===== src/rtl/split_ctr_pkg.sv =====
package split_ctr_pkg;
  localparam int PHYS_N    = 4;
  localparam int LOG_N     = 2 * PHYS_N;
  localparam int REG_W     = 32;
  localparam int HALF_W    = REG_W / 2;
  localparam int BUS_W     = 64;
  localparam int ADDR_W    = 5;
  localparam int EN_BIT    = 31;
  localparam int PIDX_W    = $clog2(PHYS_N);
  localparam int LIDX_W    = $clog2(LOG_N);
  localparam int LCTL_BASE = 8;
  localparam int GLOB_ADDR = 16;
  localparam int STAT_ADDR = 17;

  typedef struct packed {
    logic              commit;
    logic [PHYS_N-1:0] latchWr;
    logic [REG_W-1:0]  wrVal;
    logic [PHYS_N-1:0] halfMode;
    logic [LOG_N-1:0]  incStrobe;
  } ctrStrobes_t;
endpackage


===== src/rtl/splitCtrPath.sv =====
module splitCtrPath
  import split_ctr_pkg::*;
(
  input  logic                    clk,
  input  logic                    rstN,
  input  ctrStrobes_t             stb,
  output logic [PHYS_N*REG_W-1:0] liveFlat,
  output logic [PHYS_N*REG_W-1:0] latchFlat,
  output logic [LOG_N-1:0]        wrapHit
);
  for (genvar n = 0; n < PHYS_N; n++) begin : gCtr
    logic [REG_W-1:0]  liveQ;
    logic [REG_W-1:0]  latchQ;
    logic [REG_W-1:0]  liveNext;
    logic [HALF_W-1:0] hiQ;
    logic [HALF_W-1:0] loQ;
    logic              hiInc;
    logic              loInc;

    assign hiQ   = liveQ[REG_W-1:HALF_W];
    assign loQ   = liveQ[HALF_W-1:0];
    assign hiInc = stb.incStrobe[n];
    assign loInc = stb.incStrobe[n+PHYS_N];

    always_comb begin
      if (stb.halfMode[n])
        liveNext = {hiQ + HALF_W'(hiInc), loQ + HALF_W'(loInc)};
      else
        liveNext = liveQ + REG_W'(hiInc);
    end

    always_ff @(posedge clk) begin
      if (!rstN) begin
        liveQ  <= '0;
        latchQ <= '0;
      end else begin
        if (stb.latchWr[n]) latchQ <= stb.wrVal;
        if (stb.commit) liveQ <= latchQ;
        else            liveQ <= liveNext;
      end
    end

    // A reload hides any roll-over in the same cycle.
    assign wrapHit[n] = !stb.commit && hiInc &&
                        (stb.halfMode[n] ? (&hiQ) : (&liveQ));
    assign wrapHit[n+PHYS_N] = !stb.commit && stb.halfMode[n] && loInc && (&loQ);

    assign liveFlat[n*REG_W +: REG_W]  = liveQ;
    assign latchFlat[n*REG_W +: REG_W] = latchQ;
  end
endmodule


===== src/rtl/splitCtrCtrl.sv =====
module splitCtrCtrl
  import split_ctr_pkg::*;
(
  input  logic                    clk,
  input  logic                    rstN,
  input  logic                    regWr,
  input  logic                    regRd,
  input  logic [ADDR_W-1:0]       regAddr,
  input  logic [BUS_W-1:0]        wrData,
  input  logic [LOG_N-1:0]        events,
  input  logic [LOG_N-1:0]        wrapHit,
  input  logic [PHYS_N*REG_W-1:0] liveFlat,
  output ctrStrobes_t             stb,
  output logic [BUS_W-1:0]        rdData,
  output logic                    irqOut,
  output logic                    enableQ,
  output logic [LOG_N-1:0]        statusQ,
  output logic [LOG_N-1:0]        maskQ
);
  logic [REG_W-1:0] lctlQ [LOG_N];
  logic [REG_W-1:0] globQ;
  logic [REG_W-1:0] liveArr [PHYS_N];
  logic [REG_W-1:0] wrWord;
  logic [REG_W-1:0] rdWord;
  logic             selCtr, selLctl, selGlob, selStat;
  logic [PIDX_W-1:0] ctrIdx;
  logic [LIDX_W-1:0] lctlIdx;
  logic             unusedLowBits;

  assign wrWord        = wrData[BUS_W-1 -: REG_W];
  assign unusedLowBits = ^wrData[BUS_W-REG_W-1:0];
  assign ctrIdx        = regAddr[PIDX_W-1:0];
  assign lctlIdx       = regAddr[LIDX_W-1:0];

  assign selCtr  = regAddr < ADDR_W'(PHYS_N);
  assign selLctl = (regAddr >= ADDR_W'(LCTL_BASE)) && (regAddr < ADDR_W'(LCTL_BASE + LOG_N));
  assign selGlob = regAddr == ADDR_W'(GLOB_ADDR);
  assign selStat = regAddr == ADDR_W'(STAT_ADDR);

  for (genvar n = 0; n < PHYS_N; n++) begin : gUnpack
    assign liveArr[n]      = liveFlat[n*REG_W +: REG_W];
    assign stb.latchWr[n]  = regWr && selCtr && (ctrIdx == PIDX_W'(n));
  end

  for (genvar k = 0; k < LOG_N; k++) begin : gLctl
    always_ff @(posedge clk) begin
      if (!rstN)
        lctlQ[k] <= '0;
      else if (regWr && selLctl && (lctlIdx == LIDX_W'(k)))
        lctlQ[k] <= wrWord;
    end
    assign stb.incStrobe[k] = enableQ && lctlQ[k][0] && events[k];
  end

  assign enableQ      = globQ[EN_BIT];
  assign stb.commit   = regWr && selGlob && wrWord[EN_BIT];
  assign stb.wrVal    = wrWord;
  assign stb.halfMode = globQ[PHYS_N-1:0];

  always_ff @(posedge clk) begin
    if (!rstN) begin
      globQ   <= '0;
      maskQ   <= '0;
      statusQ <= '0;
    end else begin
      if (regWr && selGlob) globQ <= wrWord;
      if (regWr && selStat) maskQ <= wrWord[LOG_N-1:0];
      // Clear on read, but a roll-over at the same edge stays pending.
      statusQ <= ((regRd && selStat) ? '0 : statusQ) | wrapHit;
    end
  end

  always_comb begin
    rdWord = '0;
    if (selCtr)       rdWord = liveArr[ctrIdx];
    else if (selLctl) rdWord = lctlQ[lctlIdx];
    else if (selGlob) rdWord = globQ;
    else if (selStat) rdWord = REG_W'(statusQ);
  end

  always_ff @(posedge clk) begin
    if (!rstN)
      rdData <= '0;
    else if (regRd)
      rdData <= {rdWord, {(BUS_W-REG_W){1'b0}}};
  end

  assign irqOut = |(statusQ & maskQ);
endmodule


===== src/rtl/splitCtrBank.sv =====
module splitCtrBank
  import split_ctr_pkg::*;
(
  input  logic              clk,
  input  logic              rstN,
  input  logic              regWr,
  input  logic              regRd,
  input  logic [ADDR_W-1:0] regAddr,
  input  logic [BUS_W-1:0]  wrData,
  input  logic [LOG_N-1:0]  events,
  output logic [BUS_W-1:0]  rdData,
  output logic              irqOut
);
  ctrStrobes_t             stb;
  logic [PHYS_N*REG_W-1:0] liveFlat;
  logic [PHYS_N*REG_W-1:0] latchFlat;
  logic [LOG_N-1:0]        wrapHit;
  logic                    enableQ;
  logic [LOG_N-1:0]        statusQ;
  logic [LOG_N-1:0]        maskQ;

  splitCtrCtrl uCtrl (
    .clk(clk), .rstN(rstN), .regWr(regWr), .regRd(regRd), .regAddr(regAddr),
    .wrData(wrData), .events(events), .wrapHit(wrapHit), .liveFlat(liveFlat),
    .stb(stb), .rdData(rdData), .irqOut(irqOut), .enableQ(enableQ),
    .statusQ(statusQ), .maskQ(maskQ)
  );

  splitCtrPath uPath (
    .clk(clk), .rstN(rstN), .stb(stb), .liveFlat(liveFlat),
    .latchFlat(latchFlat), .wrapHit(wrapHit)
  );
endmodule


===== config.mk =====
export PLATFORM = sky130hd
export DESIGN_NAME = splitCtrBank
export DESIGN_NICKNAME = d
export VERILOG_FILES = /design/src/rtl/split_ctr_pkg.sv /design/src/rtl/splitCtrPath.sv /design/src/rtl/splitCtrCtrl.sv /design/src/rtl/splitCtrBank.sv
export SDC_FILE = /design/constraint.sdc
export NUM_CORES = 1
export LEC_CHECK = 0
export BUFFER_PORTS_ARGS = -buffer_cell sky130_fd_sc_hd__buf_2
export CAP_MARGIN = 15
export CORE_UTILIZATION = 40
export DETAILED_ROUTE_END_ITERATION = 10
export SETUP_SLACK_MARGIN = 0.3
export SYNTH_ARGS = -nofsm -noshare
export SYNTH_HDL_FRONTEND = slang
export SYNTH_SLANG_ARGS = --single-unit

===== constraint.sdc =====
create_clock -name clk -period 4.8 [get_ports clk]
set_input_delay 0.48 -clock clk [delete_from_list [all_inputs] [get_ports clk]]
set_output_delay 0.48 -clock clk [all_outputs]
set_load 0.02 [all_outputs]

==> results.yml, run 1 <==
die:
  die_width_microns: 266
  die-area_sq_mm: 0.0706
  num_rows: 96
  io_pins: 146
  core-area_sq_mm: 0.0687
  initial_utilization_pct: 40.5
  chipHeight_microns: 266
sta:
  report.final.slew_viol_count: 0
  worst_clock_skew_ns: 0.0236
  period_needed_ns: 3.00
  setup_tns_ns: 0
  setup_violations: 0
  slew_headroom_pct: 21.9
  fin_crit_sh_pct: 62.6
  finalHoldViolCount: 0
  tightest_slew_ns: 1.17
  rsz0062_at_grt: "false"
  fmax_mhz: 333
clock_network:
  cts_hold_buf: 0
  cts.sinks: 592
  clk_latency_ns: 0.64
  cts_max_level: 2
  clk_pin_slew_worst_paths_ns: 0.07
  cts_tree: "built"
  clockBufferDepth: 3
  cts-root-buf: "clkbuf_16"
  post_cts_buffers: 0
  cts_buffers: 61
  post_cts_resized: 0
setup_path:
  slowest_stage: "dfxtp_1"
  path_class: "reg2reg"
  crit_fanout: 11
  worstPathRequired_ns: 5.35
  path_cells: "and3_1, ha_1, ha_1, nand4_1, or4_4, o31a_1, or3_1, a31oi_1"
  max_stage_delay_ns: 0.57
  critPathCaptureType: "flop"
  critical_path_arrival_ns: 3.55
  worstSetupStartpointType: "flop"
  cpMostUsedCell: "ha_1"
routing:
  vias_per_cell: 5.79
  drtPass1Iterations: 5
  drc_errors: 0
  drt-total-wl_microns: 84000
  drtAntennaViolNets: 0
  wl_per_cell_microns: 23.0
  via_count: 21194
  drtIter0Drc: 2115
final_layout:
  final_util_pct: 45.1
  drive_gt1_share_pct: 14.6
  nFillCells: 6402
  area_delta_synth_final_pct: 11.4
  final_area_sq_mm: 0.0310
  final_cells: 3658
  nets: 2776
global_route:
  antenna_found_initial: 8
  grt-ovfl-total: 0
  grt_use_total_pct: 23.5
  grt_pass1_wl_microns: 126000
  first_global_vias: 19965
  grt_start_max_net_pins: 112
place:
  placed_area_sq_mm: 0.0289
  io_buffers: 81
  hpwlAfterDp_microns: 55100
  gp_congestion: 0.884
  dp.cells: 3538
logic_synthesis:
  ys.flop_type: "dfxtp_1"
  yosysUniqueCellTypes: 73
  netlist_area_sq_mm: 0.0278
  netlist_instances: 2714
  yosys.area.top_type: "edfxtp_1"
  ys_seq_area_share_pct: 51.8
  synth-seq-cells: 592
  synth_top_area_share_pct: 27.6
  synth_area_per_cell_sq_um: 10.3
  synthTopCellsByArea: "edfxtp_1 (28%), dfxtp_1 (24%), mux4_2 (7.7%), and2_1 (6.0%), nand2_1 (5.7%)"
  yosysWarnings: 0
  synth_edf_count: 256
  synth_async_sr_flop_share_pct: 0
min_path:
  hold_class: "in2reg"
job:
  maxCapViolations: 0
pwr:
  vdd_drop_max_uv: 263
  finalPower_mw: 11.2
  p_leak_nw: 10.5
  p_per_area_mw_per_mm2: 360
status:
  status: "completed"
## report_power, final
| part | internal (mW) | switching [mW] | total, mW |
|---|---|---|---|
| combinational | 0.232 | 0.457 | 0.689 |
| clock | 2.97 | 2.03 | 5.00 |
| sequential | 5.40 | 0.0730 | 5.48 |
| total | 8.61 | 2.56 | 11.2 |
## sequential cells by signal, summed over array words and instances (netlist names)
signal / cells
uCtrl.lctlQ: 256
uPath.gCtr.latchQ: 128
uPath.gCtr.liveQ: 128
uCtrl.globQ: 32
uCtrl.rdData: 32
uCtrl.maskQ: 8
uCtrl.statusQ: 8
## through the flow
| step | hold WS [ns] | worst slack, ns |
|---|---|---|
| final | 0.238 | 1.80 |
| after global routing | 0.231 | 1.61 |
| after CTS | 0.210 | 1.82 |
| after detailed placement | 0.443 | 1.25 |
| after global placement | 0.439 | 1.28 |
| after floorplan | 0.433 | 0.473 |
## cell usage in the layout, fill, tap and decap left out, drive strengths merged, types with 21 or more instances in the layout
cell type	Yosys	layout
o21ai	111	111
and2	267	267
dfxtp	336	336
nand4	52	52
and3	31	31
or3	33	33
a211oi	42	42
a31oi	45	45
conb	1	32
xor2	26	26
buf	61	126
a21oi	219	219
clkbuf	200	92
inv	20	21
mux2	37	37
nand2	423	423
mux4	96	96
edfxtp	256	256
o22ai	24	24
nor3	37	37
a221oi	29	29
nor4	22	22
ha	24	24
xnor2	37	37
nand3	75	75
nor2	82	82
## cells in the mapped netlist, types with 26 or more instances
master	n
and3_1	30
nand2_1	423
a21oi_1	219
mux4_2	95
nor3_1	36
or3_1	33
a211oi_1	42
nand3_1	75
edfxtp_1	256
buf_4	33
nand4_1	50
mux2_2	37
nor2_1	82
xnor2_1	37
dfxtp_1	336
o21ai_0	111
and2_1	267
a31oi_1	45
clkbuf_1	199
xor2_1	26
a221oi_1	29
## logic make-up (layout without fill, tap and decap cells)
| family | Yosys count | in the layout | synth area share (%) |
|---|---|---|---|
| XOR/XNOR | 63 | 63 | 1.98 |
| multiplexers | 147 | 147 | 9.79 |
| other | 1 | 35 | 0.0135 |
| AND/OR/NAND/NOR | 1075 | 1075 | 19.6 |
| buffers and inverters | 283 | 262 | 4.43 |
| flip-flops | 592 | 592 | 51.8 |
| AO/OA/AOI/OAI | 529 | 529 | 11.3 |
| adder cells (fa/ha/maj) | 24 | 24 | 1.08 |
## critical path, delay by kind of cell, from the launching register on
| family | cells | cell delay (ns) |
|---|---|---|
| adder cells (fa/ha/maj) | 2 | 0.48 |
| AND/OR/NAND/NOR | 4 | 1.21 |
| AO/OA/AOI/OAI | 2 | 0.64 |
| flip-flops | 1 | 0.57 |
## per-layer routing
layer	global-route usage (%)	wire length (microns)	vias to the layer above
met3	2.87	5480	150
met1	32.9	36100	10555
li1	-	-	9679
met2	37.7	39600	802
met4	8.15	2770	8
met5	0	53	-
## path summary, 6_finish.rpt
path,from,end,slack [ns],cells past startpoint
hold reg to reg,uPath.gCtr[1].latchQ[16],uPath.gCtr[1].liveQ[16],0.45,2
setup / recovery,uCtrl.globQ[31],uPath.gCtr[0].liveQ[30],1.80,8
setup reg to reg,uCtrl.globQ[31],uPath.gCtr[0].liveQ[30],1.80,8
hold / removal,wrData[33],uPath.gCtr[0].latchQ[1],0.24,3
## area by class of cell
| type | instances | area (sq um) | area share, % |
|---|---|---|---|
| Sequential cell | 592 | 14400 | 46.5 |
| Multi-Input combinational cell | 1870 | 12400 | 40.1 |
| Clock buffer | 92 | 1850 | 5.96 |
| Tap cell | 931 | 1160 | 3.76 |
| Timing Repair Buffer | 126 | 767 | 2.47 |
| Clock inverter | 24 | 279 | 0.900 |
| Inverter | 20 | 82.6 | 0.266 |
| Antenna cell | 3 | 7.51 | 0.0242 |
No activity file was read; power rests on OpenSTA's default activity.
==> run 2, diff against run 1 <==
==> constraint.sdc (replaced) <==
create_clock -name clk -period 3 [get_ports clk]
set_input_delay 0.3 -clock clk [delete_from_list [all_inputs] [get_ports clk]]
set_output_delay 0.3 -clock clk [all_outputs]
set_load 0.02 [all_outputs]
==> results.yml, run 2 (same netlist as run 1, synthesis figures left out) <==
status:
  status: "completed"
final_layout:
  multi_input_area_sq_mm: 0.0125
  top_register: "uCtrl.lctlQ"
  nFillCells: 6464
  final_util_pct: 45.5
  area_delta_synth_final_pct: 12.5
  largest_reg_flops: 256
  final_area_sq_mm: 0.0313
  reg_top3: "uCtrl.lctlQ: 256 flops, uPath.gCtr.latchQ: 128 flops, uPath.gCtr.liveQ: 128 flops"
  seq_area_sq_mm: 0.0144
  drive_gt1_share_pct: 15.8
  mostFrequentLayoutCells: "nand2_1 (423), dfxtp_1 (336), and2_1 (267), edfxtp_1 (256), a21oi_1 (218)"
  final_cells: 3694
  nets: 2814
  final_common_cell: "nand2_1"
die:
  num_rows: 96
  initial_utilization_pct: 40.5
  chipHeight_microns: 266
  die-area_sq_mm: 0.0706
  die_width_microns: 266
  io_pins: 146
  core-area_sq_mm: 0.0687
clock_network:
  cts_buffers: 61
  clk_pin_slew_worst_paths_ns: 0.07
  cts-root-buf: "clkbuf_16"
  clk_latency_ns: 0.65
  cts.sinks: 592
  cts_tree: "built"
  clockBufferDepth: 3
  cts_max_level: 2
  cts_hold_buf: 0
sta:
  fmax_mhz: 369
  worst_slack_ns: 0.288
  whs_ns: 0.0361
  worst_clock_skew_ns: 0.0339
  rsz0062_at_grt: "true"
  slew_headroom_pct: 33.4
  tightest_slew_ns: 0.998
  setup_tns_ns: 0
  period_needed_ns: 2.71
  finalHoldViolCount: 0
  report.final.slew_viol_count: 0
  fin_crit_sh_pct: 90.4
  setup_violations: 0
setup_path:
  path_class: "reg2reg"
  cp.buffers_inverters: 0
  critPathCaptureType: "flop"
  max_stage_delay_ns: 0.60
  slowest_stage: "or4_4"
  worstSetupStartpointType: "flop"
  worstPathRequired_ns: 3.56
  cpMostUsedCell: "ha_4"
  path_cells: "and3_4, ha_4, ha_4, nand4_1, or4_4, o31a_1, or3_1, a31oi_1"
  critPathTopFamily: "simple AND/OR/NAND/NOR gates"
  crit_fanout: 6
  critical_path_arrival_ns: 3.27
place:
  io_buffers: 81
  gp_congestion: 0.950
  placed_area_sq_mm: 0.0292
  dp.cells: 3573
  hpwlAfterDp_microns: 57500
  dp_worst_setup_slack_ns: 0.223
routing:
  drc_errors: 0
  wl_per_cell_microns: 23.9
  drtAntennaViolNets: 0
  drt-total-wl_microns: 88300
  via_count: 21689
  drtIter0Drc: 2326
  vias_per_cell: 5.87
  drtPass1Iterations: 5
pwr:
  sw_frac_of_total_pct: 23.7
  p_clk_share_pct: 43.4
  p_per_area_mw_per_mm2: 560
  p_leak_nw: 10.6
  combPwrFrac_pct: 6.6
  p_seq_share_pct: 50.0
  switching_power_mw: 4.15
  internal_power_mw: 13.4
  vdd_drop_max_uv: 444
  finalPower_mw: 17.5
global_route:
  grt_pass1_wl_microns: 132000
  first_global_vias: 20568
  grt-ovfl-total: 0
  antenna_found_initial: 9
  grt_start_max_net_pins: 195
  grt_use_total_pct: 24.7
job:
  maxCapViolations: 0
min_path:
  hold_class: "in2reg"
[run 2: worst register-to-register path: stages (launching register included)]
cell	delay (ns)
edfxtp_1	0.44
and3_4	0.25
ha_4	0.17
ha_4	0.15
nand4_1	0.08
or4_4	0.60
o31a_1	0.42
or3_1	0.34
a31oi_1	0.17
[run 2: area by class of cell]
type / instances / area share, %
inverters: 20 / 0.264
diodes: 2 / 0.0160
well taps: 931 / 3.72
clock inverters: 19 / 0.508
flip-flops and latches: 592 / 46.1
clock buffers: 96 / 5.84
repair buffers: 163 / 3.66
multi-input cells: 1871 / 39.9
[run 2: metal layers]
metal  vias up  GRT usage (%)  part of all wire [%]
met1     10803           34.5                    43
li1       9762              -                     -
met5         -              0                 0.057
met4         8           8.68                   3.3
met3       167           3.54                   7.9
met2       949           39.1                    46
[run 2: repair_timing]
item                                    CTS  global route
setup buffers                             0             3
hold endpoints to repair                  0             0
pin swaps                                 1             6
gates resized for setup                   2             7
gates cloned                              1             0
endpoints found under the setup margin    5            15
[run 2: power by group through the flow]
stage                     Clock [mW]  Combinational [mW]  Sequential (mW)
after detailed placement           0                1.15             8.93
after global placement             0                1.14             8.92
after floorplan                    0               0.703             8.92
after CTS                       7.74                1.16             8.76
final                           7.61                1.15             8.76
after global routing            8.05                1.22             8.78
[run 2: worst paths after layout]
path	start	end	slack [ns]	cells past startpoint
worst max register to register	uCtrl.lctlQ[0][0]	uPath.gCtr[0].liveQ[22]	0.29	8
worst max-delay path	uCtrl.lctlQ[0][0]	uPath.gCtr[0].liveQ[22]	0.29	8
worst min-delay path	wrData[32]	uPath.gCtr[1].latchQ[0]	0.04	3
worst min register to register	uPath.gCtr[0].latchQ[13]	uPath.gCtr[0].latchQ[13]	0.45	2
==> run 3, diff against run 2 <==
--- a/config.mk
+++ b/config.mk
@@ -5,7 +5,7 @@
 export SDC_FILE = /design/constraint.sdc
 export NUM_CORES = 1
 export LEC_CHECK = 0
-export BUFFER_PORTS_ARGS = -buffer_cell sky130_fd_sc_hd__buf_2
+export BUFFER_PORTS_ARGS = -buffer_cell sky130_fd_sc_hd__clkbuf_2
 export CAP_MARGIN = 15
 export CORE_UTILIZATION = 40
 export DETAILED_ROUTE_END_ITERATION = 10
==> constraint.sdc (replaced) <==
create_clock -name clk -period 2.7 [get_ports clk]
set_input_delay 0.27 -clock clk [delete_from_list [all_inputs] [get_ports clk]]
set_output_delay 0.27 -clock clk [all_outputs]
set_load 0.02 [all_outputs]
==> results.yml, run 3 (same netlist as run 1, synthesis figures left out) <==
sta:
  slew_headroom_pct: 28.9
  report.final.slew_viol_count: 0
  whs_ns: 0.0726
  fin_crit_sh_pct: 93.9
  setup_violations: 0
  fmax_mhz: 394
  period_needed_ns: 2.54
  rsz0062_at_grt: "true"
  finalHoldViolCount: 0
  worst_clock_skew_ns: 0.0434
  worst_slack_ns: 0.164
  tightest_slew_ns: 1.06
die:
  die-area_sq_mm: 0.0706
  chipHeight_microns: 266
  core-area_sq_mm: 0.0687
  initial_utilization_pct: 40.5
  die_width_microns: 266
  io_pins: 146
  num_rows: 96
global_route:
  first_global_vias: 20442
  antenna_found_initial: 3
  grt_use_total_pct: 24.0
  grt_pass1_wl_microns: 128000
  grt_start_max_net_pins: 101
  grt-ovfl-total: 0
routing:
  drtAntennaViolNets: 0
  wl_per_cell_microns: 23.1
  drtPass1Iterations: 6
  vias_per_cell: 5.78
  drtIter0Drc: 2460
  drt-total-wl_microns: 86000
  drc_errors: 0
  via_count: 21490
setup_path:
  crit_fanout: 5
  worstPathRequired_ns: 3.24
  worstSetupStartpointType: "flop"
  cp.buffers_inverters: 0
  path_cells: "and3_4, ha_4, ha_4, nand4_1, or4_4, o31a_1, or3_1, a31oi_1"
  cpMostUsedCell: "ha_4"
  critPathCaptureType: "flop"
  max_stage_delay_ns: 0.46
  slowest_stage: "or4_4"
  path_class: "reg2reg"
  critical_path_arrival_ns: 3.07
  critPathTopFamily: "simple AND/OR/NAND/NOR gates"
pwr:
  vdd_drop_max_uv: 528
  p_leak_nw: 10.8
  p_per_area_mw_per_mm2: 609
place:
  hpwlAfterDp_microns: 57600
  gp_congestion: 0.933
  placed_area_sq_mm: 0.0294
  dp.cells: 3594
  dp_worst_setup_slack_ns: 0.0996
  io_buffers: 81
clock_network:
  cts-root-buf: "clkbuf_16"
  cts_tree: "built"
  cts_max_level: 2
  cts.sinks: 592
  clockBufferDepth: 3
  clk_latency_ns: 0.65
  cts_buffers: 60
  clk_pin_slew_worst_paths_ns: 0.06
final_layout:
  top_register: "uCtrl.lctlQ"
  area_delta_synth_final_pct: 13.9
  drive_gt1_share_pct: 17.2
  largest_reg_flops: 256
  final_util_pct: 46.1
  mostFrequentLayoutCells: "nand2_1 (423), dfxtp_1 (331), and2_1 (265), edfxtp_1 (256), a21oi_1 (215)"
  reg_top3: "uCtrl.lctlQ: 256 flops, uPath.gCtr.latchQ: 128 flops, uPath.gCtr.liveQ: 128 flops"
  final_common_cell: "nand2_1"
  final_cells: 3718
  nets: 2842
  final_area_sq_mm: 0.0317
status:
  status: "completed"
job:
  maxCapViolations: 0
min_path:
  hold_class: "in2reg"
## run 3: cell types whose count changed in the layout (fill, tap and decap cells not counted), moves of 3 or more
cell / previous run / this run
clkbuf_1: 18 / 21
clkbuf_8: 14 / 4
dfxtp_1: 336 / 331
clkinv_1: 2 / 6
ha_1: 22 / 17
buf_2: 78 / 0
ha_4: 2 / 6
dfxtp_2: 0 / 5
clkbuf_2: 0 / 78
buf_4: 75 / 96
buf_12: 9 / 15
a21oi_1: 218 / 215
## run 3: power breakdown
group	leakage [nW]	switching (mW)	internal, mW	total, mW
sequential	5.16	0.134	9.61	9.74
clock	0.934	3.58	4.70	8.28
combinational	4.69	0.832	0.455	1.29
total	10.8	4.55	14.8	19.3
## run 3: final timing paths
| path | start | endpoint | slack, ns | cells past startpoint |
|---|---|---|---|---|
| setup / recovery | uCtrl.lctlQ[0][0] | uPath.gCtr[0].liveQ[24] | 0.16 | 8 |
| hold / removal | wrData[43] | uPath.gCtr[0].latchQ[11] | 0.07 | 3 |
| setup reg to reg | uCtrl.lctlQ[0][0] | uPath.gCtr[0].liveQ[24] | 0.16 | 8 |
| hold reg to reg | uPath.gCtr[3].latchQ[9] | uPath.gCtr[3].latchQ[9] | 0.45 | 2 |
## run 3: worst min-delay path: cells and delay by family
family                 cells  cell delay, ns
AOI/OAI and AO/OA          1            0.06
buffers and inverters      1            0.23
and+or+nand+nor            1            0.11
## run 3: timing repair
action	CTS	global route
gates resized for setup	15	35
hold buffers	0	0
endpoints found under the hold margin	0	0
endpoints found under the setup margin	20	42
pin swaps	9	17
buffers inserted	3	8
gates cloned	1	0
## run 3: stage by stage
step | power [mW] | TNS, ns
3_5_place_dp | 11.2 | 0
6_report | 19.3 | 0
2_1_floorplan | 10.7 | -2.65
5_1_grt | 19.9 | 0
3_3_place_gp | 11.2 | 0
4_1_cts | 19.4 | 0
## run 3: layout make-up
cell class / count / area (sq um)
antenna: 2 / 5.00
clock buffer: 87 / 1690
clock inverter: 23 / 229
fill: 6420 / 37000
inverter: 20 / 82.6
multi-input combinational: 1871 / 12600
sequential: 592 / 14400
tap: 931 / 1160
timing repair buffer: 192 / 1450
## run 3: routing by layer
| layer | up-vias | global-route usage [%] | part of all wire, % |
|---|---|---|---|
| met1 | 10689 | 33.0 | 43 |
| li1 | 9811 | - | - |
| met3 | 161 | 3.73 | 7.6 |
| met2 | 829 | 38.1 | 46 |
| met4 | 0 | 8.78 | 3.5 |
| met5 | - | 0 | 0 |
